File: config.mk
export PLATFORM = sky130hd
export DESIGN_NAME = flash_rdbuf
export DESIGN_NICKNAME = d
export VERILOG_FILES = /design/src/rtl/rdbuf_pkg.sv /design/src/rtl/rdbuf_line.sv /design/src/rtl/rdbuf_ctrl.sv /design/src/rtl/flash_rdbuf.sv
export SDC_FILE = /design/constraint.sdc
export NUM_CORES = 1
export LEC_CHECK = 0
export ABC_AREA = 0
export BUFFER_PORTS_ARGS = -buffer_cell sky130_fd_sc_hd__buf_2
export CAP_MARGIN = 20
export CORE_ASPECT_RATIO = 1.2
export CORE_MARGIN = 2
export CORE_UTILIZATION = 35
export CTS_CLUSTER_SIZE = 30
export DETAILED_ROUTE_END_ITERATION = 8
export GPL_TIMING_DRIVEN = 0
export HOLD_SLACK_MARGIN = 0.06
export PLACE_DENSITY_LB_ADDON = 0.05
export SETUP_SLACK_MARGIN = 0.2
export SLEW_MARGIN = 20
export SYNTH_ARGS = -nofsm -noshare
export SYNTH_HDL_FRONTEND = slang
export SYNTH_SLANG_ARGS = --single-unit
File: constraint.sdc
create_clock -name clk -period 20.3 [get_ports clk]
set_clock_uncertainty 0.1 [all_clocks]
set_input_delay 2.03 -clock clk [delete_from_list [all_inputs] [get_ports clk]]
set_output_delay 2.03 -clock clk [all_outputs]
set_load 0.01 [all_outputs]
File: src/rtl/rdbuf_pkg.sv
package rdbuf_pkg;
    parameter int ADDR_W     = 32;
    parameter int WORD_W     = 32;
    parameter int LINE_WORDS = 8;
    parameter int INV_W      = 6;
    parameter int NUM_BUF    = 2;

    localparam int LINE_BYTES = LINE_WORDS * WORD_W / 8;
    localparam int OFF_W      = $clog2(LINE_BYTES);
    localparam int BSEL_W     = $clog2(WORD_W / 8);
    localparam int WSEL_W     = $clog2(LINE_WORDS);
    localparam int TAG_W      = ADDR_W - OFF_W;
    localparam int LINE_W     = LINE_WORDS * WORD_W;

    typedef logic [TAG_W-1:0]  tag_t;
    typedef logic [WSEL_W-1:0] wsel_t;
    typedef logic [WORD_W-1:0] word_t;
    typedef logic [LINE_W-1:0] line_t;

    typedef enum logic {BUF_DATA = 1'b0, BUF_INSTR = 1'b1} buf_kind_e;
    typedef enum logic {ST_IDLE = 1'b0, ST_FETCH = 1'b1} state_e;

    typedef struct packed {
        tag_t      tag;
        wsel_t     wsel;
        buf_kind_e kind;
    } req_t;

    typedef struct packed {
        logic  valid;
        logic  err;
        word_t data;
    } rsp_t;

    function automatic req_t split_addr(input logic [ADDR_W-1:0] a, input logic instr);
        req_t r;
        r.tag  = a[ADDR_W-1:OFF_W];
        r.wsel = a[OFF_W-1:BSEL_W];
        r.kind = buf_kind_e'(instr);
        return r;
    endfunction

    function automatic word_t pick_word(input line_t l, input wsel_t w);
        return l[int'(w)*WORD_W +: WORD_W];
    endfunction
endpackage

File: src/rtl/rdbuf_line.sv
module rdbuf_line
    import rdbuf_pkg::*;
(
    input  logic  clk,
    input  logic  rst,
    input  logic  inv_i,
    input  logic  load_i,
    input  logic  load_vld_i,
    input  tag_t  load_tag_i,
    input  line_t load_data_i,
    output logic  vld_o,
    output tag_t  tag_o,
    output line_t data_o
);
    always_ff @(posedge clk) begin
        if (rst) begin
            vld_o <= 1'b0;
        end else if (load_i) begin
            vld_o <= load_vld_i;
        end else if (inv_i) begin
            vld_o <= 1'b0;
        end
    end

    always_ff @(posedge clk) begin
        if (load_i) begin
            tag_o  <= load_tag_i;
            data_o <= load_data_i;
        end
    end
endmodule

File: src/rtl/rdbuf_ctrl.sv
module rdbuf_ctrl
    import rdbuf_pkg::*;
(
    input  logic      clk,
    input  logic      rst,
    input  logic      req_valid_i,
    output logic      req_ready_o,
    input  req_t      req_i,
    input  logic      refuse_i,
    input  logic      hit_i,
    input  word_t     hit_word_i,
    input  logic      inv_i,
    output logic      arr_req_o,
    output tag_t      arr_tag_o,
    input  logic      arr_line_valid_i,
    input  line_t     arr_line_data_i,
    output logic      ld_en_o,
    output buf_kind_e ld_kind_o,
    output logic      ld_vld_o,
    output rsp_t      rsp_o
);
    state_e state_q;
    req_t   pend_q;
    logic   taint_q;
    logic   accept;

    assign req_ready_o = (state_q == ST_IDLE) && !rst;
    assign accept      = req_valid_i && req_ready_o;
    assign arr_req_o   = (state_q == ST_FETCH);
    assign arr_tag_o   = pend_q.tag;
    assign ld_en_o     = (state_q == ST_FETCH) && arr_line_valid_i;
    assign ld_kind_o   = pend_q.kind;
    assign ld_vld_o    = !(taint_q || inv_i);

    always_ff @(posedge clk) begin
        if (rst) begin
            state_q <= ST_IDLE;
            pend_q  <= '0;
            taint_q <= 1'b0;
            rsp_o   <= '0;
        end else begin
            rsp_o <= '0;
            case (state_q)
                ST_IDLE: begin
                    if (accept) begin
                        if (refuse_i) begin
                            rsp_o.valid <= 1'b1;
                            rsp_o.err   <= 1'b1;
                        end else if (hit_i) begin
                            rsp_o.valid <= 1'b1;
                            rsp_o.data  <= hit_word_i;
                        end else begin
                            pend_q  <= req_i;
                            taint_q <= 1'b0;
                            state_q <= ST_FETCH;
                        end
                    end
                end
                ST_FETCH: begin
                    taint_q <= taint_q || inv_i;
                    if (arr_line_valid_i) begin
                        rsp_o.valid <= 1'b1;
                        rsp_o.data  <= pick_word(arr_line_data_i, pend_q.wsel);
                        state_q     <= ST_IDLE;
                    end
                end
                default: state_q <= ST_IDLE;
            endcase
        end
    end
endmodule

File: src/rtl/flash_rdbuf.sv
module flash_rdbuf
    import rdbuf_pkg::*;
(
    input  logic              clk,
    input  logic              rst,
    input  logic              req_valid,
    output logic              req_ready,
    input  logic [ADDR_W-1:0] req_addr,
    input  logic              req_instr,
    output logic              rsp_valid,
    output logic              rsp_err,
    output logic [WORD_W-1:0] rsp_data,
    input  logic              mod_disable,
    input  logic              mod_stop,
    input  logic              hv_active,
    input  logic [INV_W-1:0]  inv_evt,
    output logic              arr_req,
    output logic [TAG_W-1:0]  arr_line_addr,
    input  logic              arr_line_valid,
    input  logic [LINE_W-1:0] arr_line_data
);
    req_t      cur_req;
    logic      inv_any;
    logic      refuse;
    logic      lookup_hit;
    word_t     hit_word;
    logic      ld_en;
    buf_kind_e ld_kind;
    logic      ld_vld;
    rsp_t      rsp;

    logic  buf_vld  [NUM_BUF];
    tag_t  buf_tag  [NUM_BUF];
    line_t buf_data [NUM_BUF];

    assign cur_req = split_addr(req_addr, req_instr);
    assign inv_any = |inv_evt;
    assign refuse  = mod_disable || mod_stop || hv_active;

    for (genvar g = 0; g < NUM_BUF; g++) begin : g_buf
        rdbuf_line u_line (
            .clk         (clk),
            .rst         (rst),
            .inv_i       (inv_any),
            .load_i      (ld_en && (int'(ld_kind) == g)),
            .load_vld_i  (ld_vld),
            .load_tag_i  (arr_line_addr),
            .load_data_i (arr_line_data),
            .vld_o       (buf_vld[g]),
            .tag_o       (buf_tag[g]),
            .data_o      (buf_data[g])
        );
    end

    assign lookup_hit = buf_vld[cur_req.kind] && (buf_tag[cur_req.kind] == cur_req.tag) && !inv_any;
    assign hit_word   = pick_word(buf_data[cur_req.kind], cur_req.wsel);

    rdbuf_ctrl u_ctrl (
        .clk              (clk),
        .rst              (rst),
        .req_valid_i      (req_valid),
        .req_ready_o      (req_ready),
        .req_i            (cur_req),
        .refuse_i         (refuse),
        .hit_i            (lookup_hit),
        .hit_word_i       (hit_word),
        .inv_i            (inv_any),
        .arr_req_o        (arr_req),
        .arr_tag_o        (arr_line_addr),
        .arr_line_valid_i (arr_line_valid),
        .arr_line_data_i  (arr_line_data),
        .ld_en_o          (ld_en),
        .ld_kind_o        (ld_kind),
        .ld_vld_o         (ld_vld),
        .rsp_o            (rsp)
    );

    assign rsp_valid = rsp.valid;
    assign rsp_err   = rsp.err;
    assign rsp_data  = rsp.data;
endmodule

==> impl_metrics.py <==
metrics = {
    "outcome": {
        "status": "complete, no violations",
    },
    "power_and_ir_drop": {
        "p_comb_share_pct": 6.0,
        "vdd.ir_drop.worst_mv": 0.0601,
        "powerDensity_nw_per_um2": 87.9,
        "power_switching_uw": 597,
        "intPower_uw": 2220,
        "p_clk_share_pct": 43.3,
        "leakage_uw": 0.0111,
        "seq_power_share_pct": 50.7,
        "switching_share_pct": 21.2,
    },
    "die": {
        "die_h_um": 304,
        "die_area_um2": 77200,
        "initial_core_util_pct": 35.5,
        "coreArea_um2": 73900,
        "rows": 109,
        "io_pins": 365,
        "fp.dieW_um": 254,
    },
    "place": {
        "place.gp.congestion": 0.746,
        "port_buffers": 358,
        "dp_hpwl_mm": 52.8,
        "dpl_cell_area_um2": 29800,
    },
    "finish": {
        "nNetsFinal": 2021,
        "final_cell_area_um2": 32000,
        "drive_gt1_share_pct": 45.9,
        "final_cell_mix": "edfxtp_1, buf_2, mux4_2",
        "utilization_pct": 43.3,
        "multiInputGateArea_um2": 7140,
        "n_fill_cell": 6680,
        "syn_to_final_growth_pct": 22.0,
        "seqCellArea_um2": 18400,
        "layout_commonest_cell": "edfxtp_1",
    },
    "worst_setup_path": {
        "arrival_ns": 3.23,
        "reg2reg_to": "u_ctrl.rsp_o[12]",
        "path_class": "input pin to output port",
        "end_kind": "output port",
        "r2r_setup_slack_ns": 17.20,
        "reg2reg_depth": 6,
        "rr_startpoint": "u_ctrl.pend_q[2]",
        "crit_required_ns": 18.17,
        "worstSetupStartpointType": "input pin",
        "path_max_fanout": 10,
    },
    "timing": {
        "hold_viol_final": 0,
        "fmax_mhz": 187,
        "slew_headroom_pct": 24.4,
        "finalCritPeriodShare_pct": 26.4,
        "finalSetupViolCount": 0,
        "rsz0062_at_grt": "false",
        "slew_viol_final": 0,
        "fin_worst_hold_slack_ns": 0.382,
        "tightest_slew_ns": 1.13,
        "tns_ns": 0,
        "period_minus_slack_ns": 5.36,
    },
    "worst_hold_path": {
        "hold-path-cell-count": 0,
        "hold_path_end": "g_buf[0].u_line.tag_o[21]",
        "worstHoldStart": "u_ctrl.arr_tag_o[21]",
        "worstHoldPathType": "flop to flop",
    },
    "detailed_routing": {
        "vias": 13952,
        "drt_drc_violations_left": 0,
        "drt_iter0_drc": 919,
        "via_per_inst": 5.01,
        "wl_per_cell_um": 27.5,
        "routed_wl_mm": 76.6,
        "dr.pass1.iters": 7,
        "ant_nets": 0,
    },
    "global_routing": {
        "grt_first_pass_wirelength_mm": 109,
        "grt.overflow.total": 0,
        "grt_pass1_vias": 15369,
        "antenna_found_initial": 39,
        "grt_max_degree": 49,
        "grtUsageTotal_pct": 20.0,
    },
    "synth": {
        "synthArstFlopShare_pct": 0,
        "seq_area_frac_synth_pct": 70.1,
        "synth_top_family_by_area": "multiplexers",
        "synth_cells": 1266,
        "muxShareOfSynthArea_pct": 23.0,
        "synth_ff_type": "edfxtp_1",
        "synth_area_um2": 26200,
        "syn_nets": 1568,
        "avgSynthCellArea_um2": 20.7,
        "yosysWarnings": 0,
        "yosysUniqueCellTypes": 37,
        "synth_compound_area_share_pct": 0.801,
        "synthSimpleGateAreaFrac_pct": 2.39,
        "synth.ff_latch_count": 635,
        "synth-edff-count": 566,
        "synth-xor-area-share_pct": 0.935,
        "synth_adder_area_share_pct": 0,
    },
    "clock_tree": {
        "clock-sinks": 635,
        "cts.reportedPaths.clkPinSlew_ns": 0.06,
        "cts_max_level": 3,
        "postCtsSetupBuffers": 0,
        "clock-root-buffer": "clkbuf_16",
        "cts_resized": 0,
        "cts_tree": "built",
        "postCtsHoldBufs": 0,
        "insertion_delay_ns": 0.59,
        "clock_path_buffers": 3,
        "cts_buffers": 71,
    },
    "flow_run": {
        "drv_cap": 0,
    },
}
==> cells by family (layout without fill, tap and decap cells) <==
family / Yosys count / after routing
buf+inv: 134 / 640
other cells: 0 / 16
compound gates: 39 / 39
xor+xnor: 28 / 28
mux: 315 / 315
simple gates: 115 / 115
flops: 635 / 635
==> power by group through the flow <==
stage,clock [uW],sequential (uW),combinational (uW)
after floorplan,0,1460,87.8
after global placement,0,1460,170
after detailed placement,0,1450,174
after CTS,1260,1430,174
after global routing,1300,1430,183
final,1220,1430,169
==> metrics by stage <==
step	total power, uW	cells	setup WS [ns]
2_1_floorplan	1540	1266	5.19
3_3_place_gp	1630	2623	-3.86
3_5_place_dp	1630	2644	14.88
4_1_cts	2860	2770	14.88
5_1_grt	2910	2780	14.78
6_report	2810	2787	14.94
==> layer usage <==
metal	up-vias	wire (um)	track usage, %	part of all wire, %
li1	6114	-	-	-
met1	7276	29800	24.2	39
met2	380	40300	35.2	53
met3	140	4890	5.17	6.4
met4	42	1350	5.21	1.8
met5	-	256	0	0.33
==> area by class of cell <==
class                   count  area share [%]
repair buffers            380            7.18
multi-input cells         497            22.3
inverters                  34           0.399
plain buffers             100            1.91
flip-flops and latches    635            57.4
diodes                     16           0.125
well taps                 999            3.91
clock inverters            26           0.653
clock buffers             100            6.11
==> flip-flops by register name (all words and copies together), names as in the netlist <==
| name | count |
|---|---|
| g_buf.u_line.vld_o | 2 |
| u_ctrl.ld_kind_o | 1 |
| u_ctrl.pend_q | 3 |
| u_ctrl.arr_req_o | 1 |
| g_buf.u_line.data_o | 512 |
| u_ctrl.taint_q | 1 |
| u_ctrl.arr_tag_o | 27 |
| u_ctrl.rsp_o | 34 |
| g_buf.u_line.tag_o | 54 |
==> worst max-delay path, cell delays in order <==
cell and delay, ns:
clkbuf_1 0.47, buf_1 0.47, nor2_1 0.10, buf_2 0.16
==> synthesized netlist by cell type (4+ instances only) <==
master    instances  area share [%]
edfxtp_1        566              65
nor2b_1          16            0.38
mux2_2           39             1.7
nand2_1          35            0.50
nand2b_1         33            0.79
dfxtp_1          69             5.3
mux2_4            8            0.46
buf_6             7            0.30
buf_2            16            0.31
clkbuf_1         43            0.62
mux2i_1          44             1.7
o21ai_0          32            0.61
inv_1            33            0.47
nor3_1            6            0.11
xnor2_1          28            0.93
mux4_2          224              19
nor2_1            4           0.057
nor4_1           12            0.29
buf_4            29            0.83
==> how the worst max path moves through the flow <==
| stage | start | endpoint | slack (ns) | cells past startpoint |
|---|---|---|---|---|
| after floorplan | arr_line_valid | g_buf[0].u_line.vld_o | 5.19 | 4 |
| after global placement | arr_line_valid | g_buf[0].u_line.vld_o | -3.86 | 5 |
| after detailed placement | rst | req_ready | 14.88 | 4 |
| after CTS | rst | req_ready | 14.88 | 4 |
| after global routing | rst | req_ready | 14.78 | 4 |
| final | rst | req_ready | 14.94 | 4 |
No activity file was read; power rests on OpenSTA's default activity.
